**src/rtl/cordic_iter.sv**
```systemverilog
module cordic_iter #(
  parameter int W      = 16,
  parameter int ITER   = 16,
  parameter bit VECTOR = 1'b0
) (
  input  logic         clk,
  input  logic         arst_n,
  input  logic         clk_en,
  input  logic         load,
  input  logic [W-1:0] x_in,
  input  logic [W-1:0] y_in,
  input  logic [W-1:0] a_in,
  output logic [W-1:0] x_out,
  output logic [W-1:0] y_out,
  output logic [W-1:0] a_out,
  output logic         done
);
  localparam int CW = $clog2(ITER + 1);
  localparam int IW = (ITER > 1) ? $clog2(ITER) : 1;
  localparam int TD = 1 << IW;

  function automatic logic [W-1:0] atan_q(int i);
    real v;
    v = $atan(2.0 ** (-i)) / 3.141592653589793 * (2.0 ** (W - 1));
    return W'($rtoi(v + 0.5));
  endfunction

  logic signed [W-1:0] rx, ry, ra;
  logic signed [W-1:0] atab [TD];
  logic [CW-1:0]       cnt;
  logic                busy;

  for (genvar g = 0; g < TD; g++) begin : g_tab
    assign atab[g] = atan_q(g);
  end

  logic signed [W-1:0] sx, sy, ang;
  logic                neg;
  assign sx  = rx >>> cnt;
  assign sy  = ry >>> cnt;
  assign ang = atab[cnt[IW-1:0]];
  assign neg = VECTOR ? ~ry[W-1] : ra[W-1];

  always_ff @(posedge clk or negedge arst_n) begin
    if (!arst_n) begin
      rx <= '0; ry <= '0; ra <= '0;
      cnt <= '0; busy <= 1'b0; done <= 1'b0;
    end else if (clk_en) begin
      done <= 1'b0;
      if (load) begin
        rx <= x_in; ry <= y_in; ra <= a_in;
        cnt <= '0; busy <= 1'b1;
      end else if (busy) begin
        rx <= neg ? rx + sy : rx - sy;
        ry <= neg ? ry - sx : ry + sx;
        ra <= neg ? ra + ang : ra - ang;
        cnt <= cnt + 1'b1;
        if (cnt == CW'(ITER - 1)) begin
          busy <= 1'b0;
          done <= 1'b1;
        end
      end
    end
  end

  assign x_out = rx;
  assign y_out = ry;
  assign a_out = ra;

  p_pulse_r2: assert property (@(posedge clk) disable iff (!arst_n)
    done && clk_en |=> !done);
  p_hold_r7: assert property (@(posedge clk) disable iff (!arst_n)
    !clk_en |=> $stable({x_out, y_out, a_out, done, cnt, busy}));
  p_restart_r5: assert property (@(posedge clk) disable iff (!arst_n)
    load && clk_en |=> busy && !done && cnt == '0);
  p_idle_r9: assert property (@(posedge clk) disable iff (!arst_n)
    !busy && !load |=> $stable({x_out, y_out, a_out}));
  p_finish_r1: assert property (@(posedge clk) disable iff (!arst_n)
    $rose(done) |-> $past(busy) && $past(cnt) == CW'(ITER - 1));
endmodule

```
**config.mk**
```make
export PLATFORM = sky130hd
export DESIGN_NAME = cordic_iter
export DESIGN_NICKNAME = d
export VERILOG_FILES = /design/src/rtl/cordic_iter.sv
export SDC_FILE = /design/constraint.sdc
export NUM_CORES = 1
export LEC_CHECK = 0
export ABC_CLOCK_PERIOD_IN_PS = 12800
export CAP_MARGIN = 20
export CORE_UTILIZATION = 50
export DETAILED_ROUTE_END_ITERATION = 6
export HOLD_SLACK_MARGIN = 0.15
export PLACE_DENSITY = 0.77
export SETUP_SLACK_MARGIN = 0.4
export SLEW_MARGIN = 15
export SYNTH_ARGS = -nofsm -noshare
export SYNTH_HDL_FRONTEND = slang
export SYNTH_SLANG_ARGS = --single-unit
```
**constraint.sdc**
```tcl
create_clock -name clk -period 12.8 [get_ports clk]
set_clock_uncertainty 0.2 [all_clocks]
set_input_delay 1.92 -clock clk [delete_from_list [all_inputs] [get_ports clk]]
set_output_delay 1.92 -clock clk [all_outputs]
set_load 0.005 [all_outputs]
```
==> results.md <==
- Clk pwr share: 5.2%
- Site Rows: 44
- FFs w/ async S/R, synth: 100.0%
- Maximum vdd drop: 123.2 uV
- Final Util: 59.28%
- Clock Sinks: 55
- Via density: 6.107
- Pleak: 3.660 nW
- #FFs+latches synth: 55
- Pre-CTS WS: 7.429 ns
- Switch share: 49.60%
- Post-Syn Instances: 921
- Initial antenna violation count: 0
- First-pass GRT wire length: 34070 um
- Final setup viols: 0
- Met2 Wirelength: 9573 um
- Post-synth top cells: a21oi_1 (102), nor2_1 (89), nand2_1 (84)
- R2r endpoint: y_out[15]$_DFFE_PN0P_
- Iteration-0 DRC Markers: 465
- Cell taking the most area after synthesis: dfrtp_1
- Final Cycle Share: 42.08%
- Setup ws final: 7.414 ns
- Clock latency on the worst-skew pair: 0.31 ns
- CP Launch Type: flip-flop
- CTS Root Cell: clkbuf_16
- Die area: 15510 um^2
- Clk buf depth: 2
- Num CTS Buffers: 5
- R2R Path Start: cnt[0]$_DFFE_PN0P_
- Die Ht: 124.5 um
- Outcome: finished, final reports clean
- Setup bufs post-CTS: 0
- R2R setup slack: 7.41 ns
- Post-synth top area share: 18.33%
- Final Slew Violations: 0
- P per Cell Area: 321.2 nW/um^2
- Worst Path Max Fanout: 51
- Initial core utilization: 51.46%
- Port bufs: 100
- Vias in the first global route: 6790
- Post-CTS sizing: 0
- Hold_buf cts: 0
- Hold Crit Class: reg -> reg
- GRT overflow: 0
- Core Area: 14590 um^2
- Most common cell in the netlist: a21oi_1
- Logic pwr share: 79.1%
- Chip Width: 124.5 um
- Routed wire length: 20310 um
- Reg power frac: 15.6%
- Ys Warns: 0
- FMAX: 185.7 MHz
- FF-to-FF path depth: 22
- Syn Nets: 1037
- Slew HR: 30.76%
- First-pass DRT Iterations: 5
- Final Power: 0.002778 W
- Diode count: 0
- CTS tree: built
- CP Class: reg -> reg
- TNS Setup: 0 ns
- CP Launch Point: cnt[0]$_DFFE_PN0P_
- Layout cells sized above 1: 6.946%
- H-tree depth: 2
- Vias: 7103
- Synth Area per Inst: 8.151 um^2
- Post-DP HPWL: 14860 um
- Post-synth top flop: dfrtp_1
- Tmin final: 5.386 ns
- Synth top area cells: dfrtp_1 (18%), ha_1 (10%), a21oi_1 (6.8%), mux4_2 (6.0%), xnor2_1 (5.3%)
- DRC Markers: 0
- Crit path capture type: flip-flop
- Worst EP required: 12.78 ns
- NetSw: 0.001378 W
- Worst EP arrival: 5.37 ns
- DR top layer: met4
- Pin count of the biggest net entering global routing: 81
- Clock slew at reported path FFs: 0.08 ns
- Routed wl met3: 1227 um
- Post-DRT Antenna Nets: 0
- I/O pin count: 101
- Final Hold Viols: 0
- Post-synthesis instance area: 7507 um^2
- Slew @ Worst Pin: 1.039 ns
- RSZ-0062 raised after global routing: no
- GPL Wtd Cong: 0.9038
- Area delta synth->final: 15.20%
- Internal: 0.001400 W
- Sequential-to-total area share from yosys stat: 18.33%
- Crit path to: y_out[15]$_DFFE_PN0P_
- Worst hold slack: 0.3207 ns
- Routed met1 length: 8989 um
- Wire per inst: 17.46 um
- Post-synth EDFFs: 0
- Distinct cell type count of the synthesized netlist: 79
- Fin nets: 1094
- Total track usage: 26.81%
- Max-Cap Viols: 0
-- stage by stage --
stage	area (um^2)	cells
5_1_grt	8648	1163
4_1_cts	8648	1163
2_1_floorplan	7507	921
3_3_place_gp	8503	1155
6_report	8648	1163
3_5_place_dp	8503	1155
-- cells by family (layout without fill, tap and decap cells) --
logic type	Yosys count	count (layout)	share of synthesized area, %
simple gates	272	272	17.37
compound gates	303	303	24.82
fa+ha+maj	64	64	10.97
flops	55	55	18.33
buf+inv	87	145	5.483
xor+xnor	72	72	8.583
mux	68	68	14.45
-- worst min-delay path by stage --
stage / from / slack, ns / cells after the start / end
floorplan: a_out[0]$_DFFE_PN0P_ / 0.30 / 2 / a_out[0]$_DFFE_PN0P_
global placement: a_out[8]$_DFFE_PN0P_ / 0.31 / 2 / a_out[8]$_DFFE_PN0P_
detailed placement: a_out[2]$_DFFE_PN0P_ / 0.31 / 2 / a_out[2]$_DFFE_PN0P_
CTS: a_out[2]$_DFFE_PN0P_ / 0.32 / 2 / a_out[2]$_DFFE_PN0P_
global route: a_out[0]$_DFFE_PN0P_ / 0.36 / 2 / a_out[0]$_DFFE_PN0P_
finish: a_out[2]$_DFFE_PN0P_ / 0.32 / 2 / a_out[2]$_DFFE_PN0P_
-- critical path: stages, from the launching register on --
cell and delay (ns):
dfrtp_2 0.34, buf_4 0.56, mux4_1 0.63, mux2i_1 0.30, o221ai_1 0.23, inv_1 0.10
ha_1 0.15, inv_1 0.04, nor2_1 0.16, and3_1 0.25, and2_1 0.16, o21ai_0 0.08
o21a_1 0.12, ha_1 0.32, and2_1 0.18, a221oi_1 0.34, nand2_1 0.09, a21oi_1 0.15
o21ai_0 0.19, a31oi_1 0.23, xnor3_1 0.24, mux2i_1 0.15, o21ai_1 0.07
-- per-layer routing --
layer	track usage, %	vias up
met5	0	-
met4	9.142	0
met3	4.983	36
met2	44.10	242
met1	35.20	3310
li1	-	3515
-- placed cells by master, fill, tap and decap left out, types with 3 or more instances in the layout --
cell type,Yosys,final
a211oi_1,6,6
a21boi_0,3,3
a21o_1,17,17
a21oi_1,102,102
a22o_1,3,3
a22oi_1,4,4
a31oi_1,17,17
and2_1,5,5
and3_1,14,14
buf_4,7,9
clkbuf_16,0,5
clkdlybuf4s50_1,0,98
dfrtp_1,55,53
fa_1,3,3
ha_1,61,61
inv_1,25,25
mux2_2,6,6
mux2i_1,33,33
mux4_1,9,9
mux4_2,20,20
nand2_1,84,84
nand2b_1,10,10
nand3_1,16,16
nor2_1,89,89
nor2b_1,5,5
nor3_1,14,14
nor3b_1,6,6
o211ai_1,7,7
o21a_1,13,13
o21ai_0,76,76
o21bai_1,5,5
o22ai_1,9,9
o31a_1,4,4
o31ai_1,4,4
or2_2,5,5
or3_1,8,8
or3b_2,3,3
xnor2_1,45,45
xor2_1,26,26
-- layout make-up --
class                      count  area (um^2)
inverter                      28        105.1
multi-input combinational    779         5731
timing repair buffer         109         1059
clock inverter                 2        16.27
sequential                    55         1379
tap                          184        230.2
fill                        1351         5941
clock buffer                   6        128.9
-- power groups by stage --
stage	sequential [W]	clock (W)	combinational, W
2_1_floorplan	0.000346	0	0.00173
3_3_place_gp	0.000432	0	0.00214
3_5_place_dp	0.000434	0	0.00218
4_1_cts	0.000428	0.000148	0.00220
5_1_grt	0.000447	0.000156	0.00248
6_report	0.000434	0.000146	0.00220
-- registers in the layout, summed over array words and instances (netlist names) --
name	flops
a_out	16
x_out	16
y_out	16
cnt	5
busy	1
done	1
Power figures use the tool's default switching activity.
